==> src/rtl/rst_seq_pkg.sv <==
// Shared types of the reset sequencer.
// Assumes: nothing beyond IEEE 1800-2017.
package rst_seq_pkg;
    typedef enum logic [1:0] {
        ST_RUN  = 2'd0,
        ST_HALT = 2'd1,
        ST_SEQ  = 2'd2,
        ST_HOLD = 2'd3
    } seq_state_t;
endpackage

==> src/rtl/rst_seq_sync.sv <==
// Brings an asynchronous level into the clk domain through STAGES flops.
// Assumes: rst_n is synchronous and the flops reset to RST_VAL.
module rst_seq_sync #(
    parameter int   STAGES  = 2,
    parameter logic RST_VAL = 1'b1
) (
    input  logic clk,
    input  logic rst_n,
    input  logic d_async,
    output logic q_sync
);
    logic [STAGES-1:0] chain;

    generate
        for (genvar g = 0; g < STAGES; g++) begin : g_stage
            if (g == 0) begin : g_first
                // First flop samples the raw pin.
                always_ff @(posedge clk) begin
                    if (!rst_n) chain[0] <= RST_VAL;
                    else        chain[0] <= d_async;
                end
            end else begin : g_next
                // Later flops settle metastability.
                always_ff @(posedge clk) begin
                    if (!rst_n) chain[g] <= RST_VAL;
                    else        chain[g] <= chain[g-1];
                end
            end
        end
    endgenerate

    assign q_sync = chain[STAGES-1];
endmodule

==> src/rtl/rst_seq_width.sv <==
// Counts the clocks the synchronized pin stays high and flags a valid pulse.
// Assumes: clear is asserted in the cycle the pulse is first seen.
module rst_seq_width #(
    parameter int MIN_HIGH = 4,
    localparam int CW = $clog2(MIN_HIGH + 2)
) (
    input  logic clk,
    input  logic rst_n,
    input  logic first,
    input  logic count,
    output logic valid,
    output logic first_cycle
);
    localparam logic [CW-1:0] SAT = CW'(MIN_HIGH + 1);
    logic [CW-1:0] cnt;

    // Saturating count of high cycles; a reset starts at the valid level.
    always_ff @(posedge clk) begin
        if (!rst_n)                 cnt <= SAT;
        else if (first)             cnt <= CW'(1);
        else if (count && cnt != SAT) cnt <= cnt + CW'(1);
    end

    assign valid       = (cnt == SAT);
    assign first_cycle = (cnt == CW'(1));
endmodule

==> src/rtl/rst_seq_fsm.sv <==
// Control state: run, halt, internal sequence and hold before first fetch.
// Assumes: pin_s is already synchronized; hold_req is synchronous to clk.
module rst_seq_fsm
    import rst_seq_pkg::*;
#(
    parameter int SEQ_CYCLES = 10,
    parameter int NMI_OPEN   = 2,
    localparam int SW = $clog2(SEQ_CYCLES + 1)
) (
    input  logic       clk,
    input  logic       rst_n,
    input  logic       pin_s,
    input  logic       pulse_valid,
    input  logic       hold_req,
    output seq_state_t state,
    output logic       pulse_first,
    output logic       pulse_count,
    output logic       start_q,
    output logic       nmi_window
);
    localparam logic [SW-1:0] LAST = SW'(SEQ_CYCLES - 1);
    localparam logic [SW-1:0] OPEN = SW'(NMI_OPEN);

    seq_state_t    nxt;
    logic [SW-1:0] seq_cnt;
    logic          from_run;
    logic          release_now;

    // Next-state decision from the current state and synchronized pin.
    always_comb begin
        nxt         = state;
        release_now = 1'b0;
        unique case (state)
            ST_RUN:  if (pin_s) nxt = ST_HALT;
            ST_HALT: begin
                if (!pin_s) begin
                    if (pulse_valid || !from_run) nxt = ST_SEQ;
                    else                          nxt = ST_RUN;
                end
            end
            ST_SEQ: begin
                if (pin_s) nxt = ST_HALT;
                else if (seq_cnt == LAST) begin
                    if (hold_req) nxt = ST_HOLD;
                    else begin
                        nxt         = ST_RUN;
                        release_now = 1'b1;
                    end
                end
            end
            ST_HOLD: begin
                if (pin_s) nxt = ST_HALT;
                else if (!hold_req) begin
                    nxt         = ST_RUN;
                    release_now = 1'b1;
                end
            end
            default: nxt = ST_HALT;
        endcase
    end

    // State register; a block reset looks like a pulse already counted.
    always_ff @(posedge clk) begin
        if (!rst_n) state <= ST_HALT;
        else        state <= nxt;
    end

    // Remembers whether the halt interrupted normal running.
    always_ff @(posedge clk) begin
        if (!rst_n)                                 from_run <= 1'b0;
        else if (nxt == ST_HALT && state != ST_HALT) from_run <= (state == ST_RUN);
    end

    // Sequence cycle counter, cleared on every entry to the sequence.
    always_ff @(posedge clk) begin
        if (!rst_n)                                   seq_cnt <= '0;
        else if (nxt == ST_SEQ && state != ST_SEQ)    seq_cnt <= '0;
        else if (state == ST_SEQ && seq_cnt != LAST)  seq_cnt <= seq_cnt + SW'(1);
    end

    // Registered one-cycle release pulse.
    always_ff @(posedge clk) begin
        if (!rst_n) start_q <= 1'b0;
        else        start_q <= release_now;
    end

    assign pulse_first = (state != ST_HALT) && pin_s;
    assign pulse_count = (state == ST_HALT) && pin_s;
    assign nmi_window  = (state == ST_RUN) || (state == ST_HOLD) ||
                         ((state == ST_SEQ) && (seq_cnt >= OPEN));
endmodule

==> src/rtl/rst_sequencer.sv <==
// Top of the reset sequencer: synchronizer, pulse-width check, control
// state and pin-level decode.
// Assumes: clk is the core clock; rst_n is a synchronous block reset.
module rst_sequencer
    import rst_seq_pkg::*;
#(
    parameter int          SYNC_STAGES = 2,
    parameter int          MIN_HIGH    = 4,
    parameter int          SEQ_CYCLES  = 10,
    parameter int          NMI_OPEN    = 2,
    parameter int          ADDR_W      = 20,
    parameter logic [19:0] RESET_VEC   = 20'hFFFF0
) (
    input  logic              clk,
    input  logic              rst_n,
    input  logic              reset_pin,
    input  logic              hold_req,
    output logic              core_halt,
    output logic              start,
    output logic [ADDR_W-1:0] fetch_addr,
    output logic              status_oe,
    output logic              bus_oe,
    output logic              ale_low,
    output logic              hlda,
    output logic              nmi_ok
);
    seq_state_t state;
    logic pin_s, p_first, p_count, p_valid, p_first_cycle, start_q, nmi_w;

    rst_seq_sync #(.STAGES(SYNC_STAGES), .RST_VAL(1'b1)) u_sync (
        .clk(clk), .rst_n(rst_n), .d_async(reset_pin), .q_sync(pin_s)
    );

    rst_seq_width #(.MIN_HIGH(MIN_HIGH)) u_width (
        .clk(clk), .rst_n(rst_n), .first(p_first), .count(p_count),
        .valid(p_valid), .first_cycle(p_first_cycle)
    );

    rst_seq_fsm #(.SEQ_CYCLES(SEQ_CYCLES), .NMI_OPEN(NMI_OPEN)) u_fsm (
        .clk(clk), .rst_n(rst_n), .pin_s(pin_s), .pulse_valid(p_valid),
        .hold_req(hold_req), .state(state), .pulse_first(p_first),
        .pulse_count(p_count), .start_q(start_q), .nmi_window(nmi_w)
    );

    // Pin-level decode from the control state.
    always_comb begin
        core_halt  = (state != ST_RUN);
        bus_oe     = (state == ST_RUN);
        ale_low    = (state != ST_RUN);
        hlda       = (state == ST_HOLD);
        status_oe  = (state == ST_RUN) || ((state == ST_HALT) && p_first_cycle);
        nmi_ok     = nmi_w;
        start      = start_q;
        fetch_addr = start_q ? ADDR_W'(RESET_VEC) : '0;
    end
endmodule

==> config.mk <==
export PLATFORM = sky130hd
export DESIGN_NAME = rst_sequencer
export DESIGN_NICKNAME = d
export VERILOG_FILES = /design/src/rtl/rst_seq_pkg.sv /design/src/rtl/rst_seq_sync.sv /design/src/rtl/rst_seq_width.sv /design/src/rtl/rst_seq_fsm.sv /design/src/rtl/rst_sequencer.sv
export SDC_FILE = /design/constraint.sdc
export NUM_CORES = 1
export LEC_CHECK = 0
export CAP_MARGIN = 30
export CORE_ASPECT_RATIO = 1.75
export CORE_MARGIN = 5
export CORE_UTILIZATION = 31
export DETAILED_ROUTE_END_ITERATION = 8
export RECOVER_POWER = 50
export SLEW_MARGIN = 20
export SYNTH_ARGS = -nofsm -noshare
export SYNTH_HDL_FRONTEND = slang
export SYNTH_SLANG_ARGS = --single-unit
==> constraint.sdc <==
create_clock -name clk -period 2 [get_ports clk]
set_clock_uncertainty 0.1 [all_clocks]
set_input_delay 0.3 -clock clk [delete_from_list [all_inputs] [get_ports clk]]
set_output_delay 0.3 -clock clk [all_outputs]
set_load 0.1 [all_outputs]
* Word-level counts from Yosys, hierarchy flattened *
Cells that the tools add are included.
W data, S select, Z words.

storage, ports and cells
  register bits = 13
  bits of input ports = 4
  output and inout port bits = 27
  word-level logic and storage cells = 59

operators by class
  add/sub/neg operators = 2
  order comparisons = 1
  equal/unequal tests = 12
  muxes and demuxes = 17
  bitwise logic cells = 1
  reduce and logical (&&, ||, !) cells = 18

operator list
  kind                   count
  $mux W20               1
  $mux W2                8
  $logic_and A1 B1 Y1    8
  $pmux W2 S4            1
  $eq A2 B2 Y1 const B   3
  $mux W3                2
  $add A4 B1 Y4 const B  1
  $eq A2 B1 Y1 const B   2
  $eq A4 B4 Y1 const B   1
  $ge A4 B2 Y1 const B   1
  $logic_or A1 B1 Y1     4
  $mux W1                4
  $ne A4 B4 Y1 const B   1
  $reduce_bool A2 Y1     2
  $reduce_or A2 Y1       2
  $add A3 B1 Y3 const B  1
  $eq A3 B1 Y1 const B   1
  $eq A3 B3 Y1 const B   1
  $ne A3 B3 Y1 const B   1
  $logic_not A2 Y1       1
  $ne A2 B1 Y1 const B   1
  $ne A2 B2 Y1 const B   1
  $pmux W1 S2            1
  $logic_not A1 Y1       1
  $not A1 Y1             1

* Logic depth before layout (Yosys ltp) *
Gate-level depths: netlist of run 1.

  word-level depth = 8
  depth in mapped cells = 7
  gate-level depth less buffers = 7

* Hierarchy *
A second synthesis of run 1 with hierarchy kept.

unflattened totals
  cells, all modules = 113
  area, all modules = 1,001.0 um^2

by module, submodules not included
  module         times used  cells each  area each (um^2)
  rst_seq_fsm    1           64          573.0
  rst_sequencer  1           27          190.2
  rst_seq_width  1           18          185.2
  rst_seq_sync   1           4           52.6

* Worst setup path after synthesis of run 1 *
OpenSTA, ideal clock, no wires.

  path kind = reg-to-output
  start point = register u_fsm.state[0]
  end point = output port status_oe
  data arrival time = 3,358 ps
  required time = 1,600 ps
  slack = -1,758 ps
  stages on the path, launching flop included = 5
  path buffers = 0
  path through = dfxtp_1 -> inv_1 -> ha_1 -> inv_1 -> o21ai_0

on the way
  elaborated cells on any way between the ends = 4

RTL lines
  element                   line                 RTL
  start: declaration        rst_seq_fsm.sv:15    output seq_state_t state,
  start signal: assignment  rst_seq_fsm.sv:65    else state <= nxt;
  $logic_not A2 Y1          --
  net bus_oe                rst_sequencer.sv:22  output logic bus_oe,
  $logic_or A1 B1 Y1        rst_sequencer.sv:51  status_oe = (state == ST_RUN) || ((state == ST_HALT) && p_first_cycle);
  end: declaration          rst_sequencer.sv:21  output logic status_oe,

The timed path passes the listed nets, and every way through them passes these cells.

* Final worst setup path of run 1 *
  start point = register u_fsm.state[1]
  end point = output port status_oe

on the way
  word-level cells in the longest chain between the ends = 3
  elaborated cells on any way between the ends = 4

ends and longest elaborated chain
  element                 line
  $eq A2 B1 Y1            rst_sequencer.sv:51
  $logic_and A1 B1 Y1     rst_sequencer.sv:51
  $logic_or A1 B1 Y1 (*)  rst_sequencer.sv:51

Mark *: on every way between the ends. The rest lies on a longest branch, timed or not.

==> results of run 1 <==
Yosys cell counts, drive strengths merged (2+ instances only):
cell / number / share of area
nand3: 5 / 0.031
inv: 7 / 0.027
nand2b: 2 / 0.013
a211oi: 2 / 0.021
ha: 9 / 0.12
o21ai: 4 / 0.021
xnor2: 2 / 0.018
a21oi: 5 / 0.037
nor2: 6 / 0.023
and2: 2 / 0.014
a31oi: 2 / 0.013
buf: 22 / 0.17
nor4b: 2 / 0.024
a21boi: 2 / 0.015
nand2: 13 / 0.050
nor3: 2 / 0.010
dfxtp: 13 / 0.27
power by group:
group	switching, mW	internal [mW]
registers	0.0403	0.290
logic	0.486	0.261
clock network	0.0900	0.141
routing by layer:
| layer | global-route usage | vias up |
|---|---|---|
| met4 | 0.100 | 0 |
| met3 | 0.0197 | 10 |
| met5 | 0 | - |
| met1 | 0.0884 | 395 |
| met2 | 0.217 | 32 |
| li1 | - | 393 |
flip-flops by register name (all words and copies together), names as in the netlist:
register,flops
u_sync.chain,1
u_fsm.from_run,1
u_sync.q_sync,1
u_fsm.seq_cnt,4
u_fsm.state,2
u_fsm.start_q,1
u_width.cnt,3
metrics by stage:
stage          worst slack [ps]  std cells  TNS [ps]  hold slack (ps)
2_1_floorplan              -256        118     -1200              272
3_3_place_gp                102        167         0              297
3_5_place_dp               69.4        167         0              306
4_1_cts                    38.8        171         0              319
5_1_grt                    17.2        171         0              323
6_report                   93.3        171         0              312
final cells by class:
cell class	count	share of cell area
inverter	7	0.0218
sequential	13	0.192
timing repair buffer	29	0.304
tap	43	0.0391
clock buffer	4	0.0328
multi-input combinational	75	0.410
timing repair:
| action | CTS | global route |
|---|---|---|
| buffers inserted | 0 | 0 |
| setup endpoints to repair | 0 | 1 |
| resized for setup | 0 | 3 |
worst max-delay path by stage:
stage | startpoint | endpoint | slack (ps) | cells after the start
after global placement | hold_req | u_fsm.from_run | 100 | 6
final | u_fsm.state[1] | status_oe | 90 | 5
after global routing | u_fsm.state[1] | u_fsm.from_run | 20 | 6
after floorplan | u_fsm.state[1] | status_oe | -260 | 4
after CTS | u_fsm.state[0] | nmi_ok | 40 | 6
after detailed placement | hold_req | u_fsm.from_run | 70 | 6
logic make-up after synthesis:
logic type	count (synthesis)	share of synthesized area
AND/OR/NAND/NOR	36	0.201
buffers and inverters	30	0.198
AO/OA/AOI/OAI	22	0.176
flip-flops	13	0.268
adder cells (fa/ha/maj)	9	0.116
XOR/XNOR	3	0.0270
other	1	0.00386
multiplexers	1	0.0103
cells in the final DEF (no fill, tap or decap), types with 3 or more instances in the layout:
master    instances
clkbuf_2          4
clkbuf_8          3
nand3_1           4
dfxtp_1          12
inv_1             4
o21ai_0           3
ha_1              7
buf_12           16
conb_1            4
nor2_1            6
nand2_1          13
a21oi_1           4
==> out/metrics.cfg, run 1 <==
[floorplan]
dieArea_sq_um = 4400
chipWidth_um = 52.3
start_util = 0.316
num_rows = 27
die_y_um = 84.1
core-area_sq_um = 3070
io_pins = 31

[power]
p_total_mw = 1.31
ir_drop_mv = 0.516
cellLeakagePower_nw = 0.564
powerDensity_nw_per_um2 = 951

[cts]
clk_pin_slew_ps = 50
cts_tree = built
cts_made_buffers = 3
clock_path_buffers = 2
clk_latency_ps = 240
cts_hold_buf = 0
numClockSinks = 13
root_buffer = clkbuf_8
htree_levels = 1

[worst_setup_path]
crit_type = reg -> out
worstPathCellList = inv_2, ha_4, clkinvlp_4, o21ai_4, buf_12
arrival_ps = 1510
end_kind = output pin
cp_slowest_cell = dfxtp_1
worstReg2RegEnd = u_fsm.from_run
path_buf_inv = 3
cp_top_family = buffers and inverters
rrSetupSlack_ps = 130
crit_path_start_kind = flop
worst_path_largest_cell_delay_ps = 360
crit_required_ps = 1600
path_max_fanout = 7
regToRegStartpoint = u_fsm.state[1]
reg2regPathDepth = 6

[cells_and_area]
ff_latch_area_sq_um = 264
area_growth_pct = 41.4
final_cell_area_sq_um = 1380
multiInputGateArea_sq_um = 564
final_layout_size_suffix_gt1_frac = 0.344
nets = 142
post-route-util = 0.447
fillers = 300
antenna_cells = 0

[yosys]
syn_area_per_cell_sq_um = 8.45
ys_types = 39
async_reset_ff_frac = 0
synth_edf_count = 0
ys_warn_count = 0
syn-cell-area_sq_um = 972
synth-main-ff-cell = dfxtp_1
synth_seq_area_share = 0.268
ys_ff_latch = 13
synth_cells = 115

[global_route]
grt_start_max_net_pins = 11
grt-ovfl-total = 0
track_usage = 0.114
antenna_found_initial = 0
grt_pass1_wl_um = 3750
grt_pass1_vias = 847

[routing]
drc_errors = 0
drtIter0Drc = 30
dr.pass1.iters = 4
drt_wl_total_um = 2290
vias = 830
met3_length_um = 85
post_drt_via_cell_ratio = 4.85
wl_per_cell_um = 13.4
top_layer = met4
met1_length_um = 751
final_antenna_net_count = 0
met2_length_um = 1340

[placement]
dpl_cell_area_sq_um = 1430
io_buffers = 26
gp_congestion = 0.893
place.detailed.hpwl_um = 1890

[sta]
slew_viol_final = 0
period_minus_slack_ps = 1910
worst_pin_slew_ps = 553
fin_crit_sh = 0.953
setup_viol = 0
fmax_ghz = 0.524
rsz0062_at_grt = no
hold_viol_final = 0
slew_headroom = 0.633

[outcome]
status = finished clean

[hold_path]
hold_start = u_sync.chain[0]
hold_path.class = reg -> reg
hold_depth = 1
holdPathEnd = u_sync.q_sync

[job]
maxCapViolCount = 0

(Power assumes the default switching activity.)
==> run 2, diff against run 1 <==
PLACE_DENSITY = 0.58   (was default)
==> out/metrics.cfg, run 2 (synthesis gave the netlist of run 1 again) <==
[cells_and_area]
mostFrequentLayoutCell = buf_12
final_layout_size_suffix_gt1_frac = 0.359
reg_top3 = u_fsm.seq_cnt (4), u_width.cnt (3), u_fsm.state (2)
final_cell_mix = buf_12 (17), nand2_1 (13), dfxtp_1 (10), ha_1 (7), nor2_1 (6)
area_growth_pct = 47.1
nets = 142
antenna_cells = 0
post-route-util = 0.465
top_register = u_fsm.seq_cnt
largest_register_ff_count = 4

[routing]
final_antenna_net_count = 0
vias = 809
drt_wl_total_um = 2110
post_drt_via_cell_ratio = 4.73
wl_per_cell_um = 12.3
drc_errors = 0
dr.pass1.iters = 4
drtIter0Drc = 26

[cts]
cts_hold_buf = 0
cts_made_buffers = 3
htree_levels = 1
numClockSinks = 13
root_buffer = clkbuf_8
clk_pin_slew_ps = 60
cts_tree = built
clk_latency_ps = 240
clock_path_buffers = 2

[power]
p_comb_frac = 0.571
p_int_uw = 690
ir_drop_mv = 0.620
pwr-share-clk = 0.175
powerDensity_nw_per_um2 = 910
share_seq_of_total_power = 0.253
switching_share = 0.469
p_total_mw = 1.30
cellLeakagePower_nw = 0.582
net-switching-power_uw = 611

[placement]
gp_congestion = 0.881
io_buffers = 26
dp_slack_ps = 16.7
place.detailed.hpwl_um = 1770

[job]
maxCapViolCount = 0

[worst_setup_path]
arrival_ps = 1530
crit_type = reg -> out
rrSetupSlack_ps = 130
end_kind = output pin
worst_path_largest_cell_delay_ps = 410
worstReg2RegEnd = u_fsm.seq_cnt[2]
cp_slowest_cell = dfxtp_2
reg2regPathDepth = 7
regToRegStartpoint = u_fsm.state[1]
crit_path_start_kind = flop
crit_required_ps = 1600
path_max_fanout = 7
worstPathCellList = inv_2, ha_1, buf_4, o41ai_4, nand2_1, buf_12

[sta]
fin_crit_sh = 0.965
fmax_ghz = 0.518
worst_pin_slew_ps = 762
slew_viol_final = 0
period_minus_slack_ps = 1930
tns_ps = 0
timing.final.ws_setup_ps = 70.3
hold_slack_ps = 314
setup_viol = 0
hold_viol_final = 0
slew_headroom = 0.492

[floorplan]
io_pins = 31
die_y_um = 84.1
core-area_sq_um = 3070
start_util = 0.316
num_rows = 27
chipWidth_um = 52.3
dieArea_sq_um = 4400

[hold_path]
hold_depth = 1
hold_path.class = reg -> reg
hold_start = u_sync.chain[0]
holdPathEnd = u_sync.q_sync

[global_route]
grt-ovfl-total = 0
antenna_found_initial = 0
grt_start_max_net_pins = 18
grt_pass1_wl_um = 3410
track_usage = 0.0965
grt_pass1_vias = 803

[outcome]
status = finished clean

[run 2: changes by cell type in the layout (fill, tap and decap cells not counted), sizes merged]
cell	delta
buf	+4
clkbuf	-4
[run 2: what timing repair did]
action | in CTS | in global routing
setup buffers | 0 | 0
endpoints found under the setup margin | 1 | 1
resized for setup | 1 | 1
[run 2: per-layer routing]
layer,global-route usage,part of all wire,vias up
met3,0.0179,0.055,4
met4,0.0395,0.015,0
met5,0,0,-
met1,0.0950,0.36,381
li1,-,-,391
met2,0.183,0.57,33
[run 2: power groups by stage]
stage                     sequential, mW  combinational (mW)  clock (mW)
after global placement             0.333               0.737           0
after CTS                          0.329               0.749       0.234
final                              0.330               0.743       0.228
after global routing               0.334               0.783       0.244
after floorplan                    0.323               0.554           0
after detailed placement           0.334               0.746           0
[run 2: area by class of cell]
type	count	area [sq um]
tap	43	53.8
multi-input combinational	75	576
inverter	7	30.0
timing repair buffer	29	462
fill	303	1640
clock buffer	4	45.0
sequential	13	264
[run 2: how the worst max path moves through the flow]
stage	from	to	slack, ps	cells past startpoint
after floorplan	u_fsm.state[1]	status_oe	-260	4
after global placement	hold_req	u_fsm.from_run	100	6
after detailed placement	hold_req	u_fsm.from_run	20	6
after CTS	u_fsm.state[0]	nmi_ok	50	6
after global routing	u_fsm.seq_cnt[0]	nmi_ok	-3	5
final	u_fsm.state[0]	nmi_ok	70	6
[run 2: stage by stage]
step                std cells  instance area [sq um]
finish                    171                   1430
global route              171                   1430
CTS                       171                   1480
detailed placement        167                   1430
global placement          167                   1430
floorplan                 118                   1020
[run 2: critical path: cells and delay by family (launching register included)]
family	cells	cell delay, ps
compound gates	1	60
flops	1	410
simple gates	1	140
buf+inv	3	430
fa+ha+maj	1	250
